File: config.mk
export PLATFORM = sky130hd
export DESIGN_NAME = lsu_lane_unit
export DESIGN_NICKNAME = d
export VERILOG_FILES = /design/src/rtl/lsu_pkg.sv /design/src/rtl/lsu_align_check.sv /design/src/rtl/lsu_lane_map.sv /design/src/rtl/lsu_load_extract.sv /design/src/rtl/lsu_lane_unit.sv
export SDC_FILE = /design/constraint.sdc
export NUM_CORES = 1
export LEC_CHECK = 0
export BUFFER_PORTS_ARGS = -buffer_cell sky130_fd_sc_hd__buf_4
export CAP_MARGIN = 10
export CORE_ASPECT_RATIO = 0.75
export CORE_MARGIN = 5
export CORE_UTILIZATION = 53
export DETAILED_ROUTE_END_ITERATION = 8
export PLACE_DENSITY_LB_ADDON = 0.05
export SLEW_MARGIN = 15
export SYNTH_ARGS = -nofsm -noshare
export SYNTH_HDL_FRONTEND = slang
export SYNTH_HIERARCHICAL = 1
export SYNTH_SLANG_ARGS = --single-unit
export TNS_END_PERCENT = 100
File: constraint.sdc
create_clock -name clk -period 2.88 [get_ports clk]
set_clock_uncertainty 0.2 [all_clocks]
set_input_delay 0.288 -clock clk [delete_from_list [all_inputs] [get_ports clk]]
set_output_delay 0.288 -clock clk [all_outputs]
set_load 0.02 [all_outputs]
File: src/rtl/lsu_pkg.sv
package lsu_pkg;
    typedef enum logic [1:0] {
        SZ_BYTE   = 2'd0,
        SZ_HALF   = 2'd1,
        SZ_WORD   = 2'd2,
        SZ_DOUBLE = 2'd3
    } acc_size_e;

    typedef enum logic [1:0] {
        ST_IDLE,
        ST_ISSUE,
        ST_RESPOND,
        ST_FAULT
    } lsu_state_e;
endpackage

File: src/rtl/lsu_align_check.sv
module lsu_align_check #(
    parameter int OFF_W = 3
) (
    input  logic [OFF_W-1:0] offset,
    input  logic [1:0]       size,
    output logic             misaligned
);
    // an access of 2^size bytes needs its low "size" address bits clear
    always_comb begin
        misaligned = 1'b0;
        for (int i = 0; i < OFF_W; i++) begin
            if (i < int'(size)) misaligned = misaligned | offset[i];
        end
    end
endmodule

File: src/rtl/lsu_lane_map.sv
module lsu_lane_map #(
    parameter int LANES = 8,
    parameter int OFF_W = $clog2(LANES)
) (
    input  logic [OFF_W-1:0]   offset,
    input  logic [1:0]         size,
    input  logic               big_endian,
    input  logic [8*LANES-1:0] wdata,
    output logic [OFF_W-1:0]   lane_shift,
    output logic [LANES-1:0]   be,
    output logic [8*LANES-1:0] lane_wdata
);
    localparam int SPAN_W = OFF_W + 1;

    logic [SPAN_W-1:0]  nbytes;
    logic [SPAN_W-1:0]  shift_full;
    logic [LANES-1:0]   keep;
    logic [8*LANES-1:0] masked;

    // little endian: datum starts at lane "offset";
    // big endian: datum ends at lane LANES-1-offset
    always_comb begin
        nbytes     = SPAN_W'(1) << size;
        shift_full = big_endian ? (SPAN_W'(LANES) - SPAN_W'(offset) - nbytes)
                                : SPAN_W'(offset);
        lane_shift = shift_full[OFF_W-1:0];
    end

    for (genvar g = 0; g < LANES; g++) begin : g_keep
        assign keep[g]          = (SPAN_W'(g) < nbytes);
        assign masked[8*g +: 8] = keep[g] ? wdata[8*g +: 8] : 8'h00;
    end

    assign be         = keep << lane_shift;
    assign lane_wdata = masked << {lane_shift, 3'b000};
endmodule

File: src/rtl/lsu_load_extract.sv
module lsu_load_extract #(
    parameter int LANES = 8,
    parameter int OFF_W = $clog2(LANES)
) (
    input  logic [8*LANES-1:0] rdata,
    input  logic [OFF_W-1:0]   lane_shift,
    input  logic [1:0]         size,
    input  logic               sign_ext,
    output logic [8*LANES-1:0] value
);
    localparam int SPAN_W = OFF_W + 1;

    logic [8*LANES-1:0] shifted;
    logic [SPAN_W-1:0]  nbytes;
    logic               top_bit;

    assign shifted = rdata >> {lane_shift, 3'b000};
    assign nbytes  = SPAN_W'(1) << size;

    always_comb begin
        top_bit = 1'b0;
        for (int b = 0; b < LANES; b++) begin
            if (SPAN_W'(b + 1) == nbytes) top_bit = shifted[8*b + 7];
        end
    end

    for (genvar g = 0; g < LANES; g++) begin : g_fill
        assign value[8*g +: 8] = (SPAN_W'(g) < nbytes) ? shifted[8*g +: 8]
                                                      : {8{sign_ext & top_bit}};
    end
endmodule

File: src/rtl/lsu_lane_unit.sv
module lsu_lane_unit
    import lsu_pkg::*;
#(
    parameter int ADDR_W = 32,
    parameter int LANES  = 8
) (
    input  logic                clk,
    input  logic                rst_n,
    input  logic                req_valid,
    output logic                req_ready,
    input  logic                req_write,
    input  logic [1:0]          req_size,
    input  logic                req_signed,
    input  logic                req_big_endian,
    input  logic [ADDR_W-1:0]   req_addr,
    input  logic [8*LANES-1:0]  req_wdata,
    output logic                mem_valid,
    output logic                mem_write,
    output logic [ADDR_W-1:0]   mem_addr,
    output logic [LANES-1:0]    mem_be,
    output logic [8*LANES-1:0]  mem_wdata,
    input  logic                mem_ack,
    input  logic [8*LANES-1:0]  mem_rdata,
    output logic                rsp_valid,
    output logic [8*LANES-1:0]  rsp_rdata,
    output logic                trap_valid,
    output logic [ADDR_W-1:0]   trap_addr
);
    localparam int OFF_W  = $clog2(LANES);
    localparam int DATA_W = 8 * LANES;

    lsu_state_e state_q, state_d;

    logic               wr_q, sgn_q;
    logic [1:0]         size_q;
    logic [ADDR_W-1:0]  addr_q, trap_addr_q;
    logic [LANES-1:0]   be_q;
    logic [DATA_W-1:0]  wdata_q, rsp_q;
    logic [OFF_W-1:0]   shift_q;

    logic               misaligned;
    logic [OFF_W-1:0]   map_shift;
    logic [LANES-1:0]   map_be;
    logic [DATA_W-1:0]  map_wdata, load_value;
    logic               accept;

    lsu_align_check #(.OFF_W(OFF_W)) i_align (
        .offset     (req_addr[OFF_W-1:0]),
        .size       (req_size),
        .misaligned (misaligned)
    );

    lsu_lane_map #(.LANES(LANES), .OFF_W(OFF_W)) i_map (
        .offset     (req_addr[OFF_W-1:0]),
        .size       (req_size),
        .big_endian (req_big_endian),
        .wdata      (req_wdata),
        .lane_shift (map_shift),
        .be         (map_be),
        .lane_wdata (map_wdata)
    );

    lsu_load_extract #(.LANES(LANES), .OFF_W(OFF_W)) i_extract (
        .rdata      (mem_rdata),
        .lane_shift (shift_q),
        .size       (size_q),
        .sign_ext   (sgn_q),
        .value      (load_value)
    );

    assign accept = (state_q == ST_IDLE) && req_valid;

    // next-state logic
    always_comb begin
        state_d = state_q;
        unique case (state_q)
            ST_IDLE:    if (req_valid) state_d = misaligned ? ST_FAULT : ST_ISSUE;
            ST_ISSUE:   if (mem_ack)   state_d = ST_RESPOND;
            ST_RESPOND: state_d = ST_IDLE;
            ST_FAULT:   state_d = ST_IDLE;
            default:    state_d = ST_IDLE;
        endcase
    end

    // state register
    always_ff @(posedge clk or negedge rst_n) begin
        if (!rst_n) state_q <= ST_IDLE;
        else        state_q <= state_d;
    end

    // request, trap and response registers
    always_ff @(posedge clk or negedge rst_n) begin
        if (!rst_n) begin
            wr_q        <= 1'b0;
            sgn_q       <= 1'b0;
            size_q      <= 2'd0;
            addr_q      <= '0;
            be_q        <= '0;
            wdata_q     <= '0;
            shift_q     <= '0;
            trap_addr_q <= '0;
            rsp_q       <= '0;
        end else begin
            if (accept && !misaligned) begin
                wr_q    <= req_write;
                sgn_q   <= req_signed;
                size_q  <= req_size;
                addr_q  <= req_addr;
                be_q    <= map_be;
                wdata_q <= req_write ? map_wdata : '0;
                shift_q <= map_shift;
            end
            if (accept && misaligned) trap_addr_q <= req_addr;
            if (state_q == ST_ISSUE && mem_ack) rsp_q <= wr_q ? '0 : load_value;
        end
    end

    // outputs decoded from the state
    always_comb begin
        req_ready  = 1'b0;
        mem_valid  = 1'b0;
        rsp_valid  = 1'b0;
        trap_valid = 1'b0;
        mem_be     = '0;
        unique case (state_q)
            ST_IDLE:    req_ready  = 1'b1;
            ST_ISSUE:   begin mem_valid = 1'b1; mem_be = be_q; end
            ST_RESPOND: rsp_valid  = 1'b1;
            ST_FAULT:   trap_valid = 1'b1;
            default:    req_ready  = 1'b0;
        endcase
    end

    assign mem_write = wr_q;
    assign mem_addr  = addr_q;
    assign mem_wdata = wdata_q;
    assign rsp_rdata = rsp_q;
    assign trap_addr = trap_addr_q;

    // enable count produced by the lane mapper matches the registered size code
    assert_be_count_R1: assert property (@(posedge clk) disable iff (!rst_n)
        mem_valid |-> ($countones(mem_be) == (1 << size_q)));

    // trap is a single-cycle pulse with no memory traffic
    assert_trap_pulse_R2: assert property (@(posedge clk) disable iff (!rst_n)
        trap_valid |-> (!mem_valid && mem_be == '0) ##1 !trap_valid);

    // pending request is frozen until acknowledged
    assert_req_hold_R8: assert property (@(posedge clk) disable iff (!rst_n)
        (mem_valid && !mem_ack) |=> (mem_valid && $stable(mem_addr) && $stable(mem_be)
                                     && $stable(mem_wdata) && $stable(mem_write)));

    // response only in the cycle following an acknowledge
    assert_rsp_after_ack_R9: assert property (@(posedge clk) disable iff (!rst_n)
        rsp_valid |-> ($past(mem_ack) && $past(mem_valid)));
endmodule

==> impl_metrics.json <==
{
  "status": "complete, no violations",
  "antenna_found_initial": 1,
  "cts-buffers-inserted": 24,
  "via_per_inst": 5.816,
  "firstDrtPassIters": 5,
  "ys_async_sr_fraction_pct": 100.0,
  "synth_top_area_cell": "dfrtp_1",
  "dieWidth_um": 191.4,
  "r2r_start": "shift_q[2]$_DFFE_PN0P_",
  "cts_tree": "built",
  "ys_warn_count": 6,
  "setup_viol": 0,
  "avgSynthCellArea_um2": 9.776,
  "reg2reg_depth": 6,
  "yosysSeqAreaShare_pct": 39.98,
  "pwr-share-clk_pct": 17.0,
  "max_clock_freq_mhz": 359.4,
  "initial_core_util_pct": 54.15,
  "grt_max_degree": 67,
  "crit_required_ps": 3100,
  "syn_nets": 1510,
  "routed_wl_um": 49650,
  "ys.flop_type": "dfrtp_1",
  "vdd_drop_max_v": 0.0007432,
  "dpl_worst_slack_ps": -37.81,
  "internal_power_mw": 10.70,
  "grt_pass1_wl_um": 75310,
  "rsz0062_at_grt": "no",
  "cts_root_buffer": "clkbuf_16",
  "path_clk_slew_ps": 70,
  "finalCritPeriodShare_pct": 96.61,
  "clock_latency_ps": 530,
  "vias": 12300,
  "grt_pass1_vias": 12120,
  "hpwlAfterDp_um": 36110,
  "leakagePower_nw": 8.638,
  "grt_usage_pct": 34.41,
  "n_antenna_cell": 0,
  "drv_slew": 0,
  "wl_per_cell_um": 23.48,
  "critPathKind": "in2reg",
  "synth-seq-cells": 209,
  "nets": 1940,
  "crit_path_start": "req_addr[0]",
  "netlist_instances": 1338,
  "htree_levels": 1,
  "syn_area_um2": 13080,
  "die_area_um2": 27950,
  "synth_cell_types": 60,
  "core_um2": 24160,
  "relSlewSlack_pct": 20.86,
  "portBuffers": 373,
  "synthTopCellsByArea": "dfrtp_1 (40%), mux2_2 (12%), mux2i_1 (11%)",
  "drt_iter0_markers": 1186,
  "hold_viol": 0,
  "grt_overflow": 0,
  "clockBufferDepth": 3,
  "reg2reg_slack_ps": 130,
  "drv_cap": 0,
  "hp-class": "in2reg",
  "place_congestion": 1.003,
  "cp-start-kind": "input pin",
  "power_mw": 18.66,
  "pwr-share-seq_pct": 27.8,
  "yosys.cell_count.top_type": "dfrtp_1",
  "r2r_end": "rsp_rdata[33]$_DFFE_PN0P_",
  "synth_top_area_share_pct": 39.98,
  "post-route-min-period_ps": 2782,
  "power.switching_mw": 7.955,
  "finish.utilization_pct": 74.41,
  "ant_nets": 0,
  "area_delta_synth_final_pct": 37.42,
  "fin_ws_ps": 97.64,
  "comb_power_share_pct": 55.2,
  "cts.sinks": 209,
  "switching_share_pct": 42.63,
  "p_per_area_nw_per_um2": 1038,
  "row_count": 49,
  "endpoint": "mem_wdata[60]$_DFFE_PN0P_",
  "synth_edf_count": 0,
  "arrival_ps": 3000,
  "fp.dieH_um": 146.1,
  "synth_commonest_cells": "dfrtp_1 (209), nand2_1 (173), mux2i_1 (140)",
  "worst_setup_path_end_kind": "flip-flop",
  "worst_pin_slew_ps": 1183,
  "drive_above_1_share_pct": 39.24,
  "tns_ps": 0,
  "io_pins": 374,
  "drc_errors": 0,
  "cp_max_fo": 28,
  "post-cts-setup-buffers": 0
}
worst max-delay path, stage by stage:
cell	delay, ps
dlygate4sd3_1	550
buf_4	160
inv_1	50
ha_1	310
mux2i_4	80
inv_1	230
buf_12	220
nor2_1	60
a21oi_1	440
o22ai_1	210
a32o_1	240
nand2_1	60
mux2i_1	70
layout make-up:
cell class | instances | area, um^2
timing repair buffer | 513 | 4185
tap | 331 | 414.1
fill | 1753 | 6181
sequential | 209 | 5234
multi-input combinational | 943 | 7037
clock inverter | 12 | 161.4
clock buffer | 30 | 653.1
inverter | 77 | 290.3
how the worst min path moves through the flow:
stage | cells after the start | from | to
after floorplan | 0 | rst_n | be_q[0]$_DFFE_PN0P_
after global placement | 1 | rst_n | rsp_rdata[60]$_DFFE_PN0P_
after detailed placement | 1 | rst_n | rsp_rdata[60]$_DFFE_PN0P_
after CTS | 4 | req_wdata[4] | mem_wdata[36]$_DFFE_PN0P_
after global routing | 4 | req_wdata[1] | mem_wdata[1]$_DFFE_PN0P_
final | 4 | req_wdata[4] | mem_wdata[36]$_DFFE_PN0P_
logic make-up after synthesis:
kind of cell    synth area share (%)
simple gates                   15.60
mux                            26.76
flops                          39.98
compound gates                 9.977
buf+inv                        7.078
xor+xnor                      0.3157
fa+ha+maj                     0.2870
through the flow:
step           std cells  area (um^2)  hold slack (ps)
3_3_place_gp        2031        16660            70.75
5_1_grt             2115        17970            38.93
3_5_place_dp        2031        16660            76.89
6_report            2115        17970            38.32
4_1_cts             2115        17890            8.276
2_1_floorplan       1338        13110           -207.6
cell usage in the layout (no fill, tap or decap), types with 14 or more instances in the layout:
cell type,n
clkbuf_16,24
mux2i_1,137
nand3_1,16
nor2_1,56
mux2_1,28
buf_12,16
buf_4,449
dlygate4sd3_1,41
dfrtp_1,206
o21ai_0,35
a21oi_1,53
o22ai_1,40
and2_1,30
a211oi_1,14
mux2_2,137
inv_1,75
nand2_1,171
and3_1,23
nor2b_1,75
state kept, by name (all words and copies together) (netlist names):
signal     cells
mem_addr      32
rsp_rdata     64
size_q         2
mem_write      1
mem_wdata     64
trap_addr     32
sgn_q          1
state_q        2
be_q           8
shift_q        3
power groups by stage:
stage | Combinational [mW] | Sequential [mW] | Clock (mW)
after global placement | 9.91 | 5.10 | 0
after floorplan | 4.80 | 6.17 | 0
after global routing | 10.9 | 5.34 | 3.34
after detailed placement | 10.0 | 5.14 | 0
after CTS | 10.1 | 5.12 | 3.20
final | 10.3 | 5.19 | 3.18
layer usage:
metal  wire length, um  GRT usage [%]  vias up
li1                  -              -     5519
met5                 0              0        -
met2             21310          50.46      665
met1             21560          51.27     6033
met3              5473          9.666       84
met4              1311          7.215        0
timing repair:
action / in CTS / in global routing
hold buffers: 42 / 0
gates resized for setup: 0 / 21
endpoints found under the setup margin: 0 / 56
hold endpoints to repair: 214 / 0
Note: power is estimated with default switching activity, not from simulation.
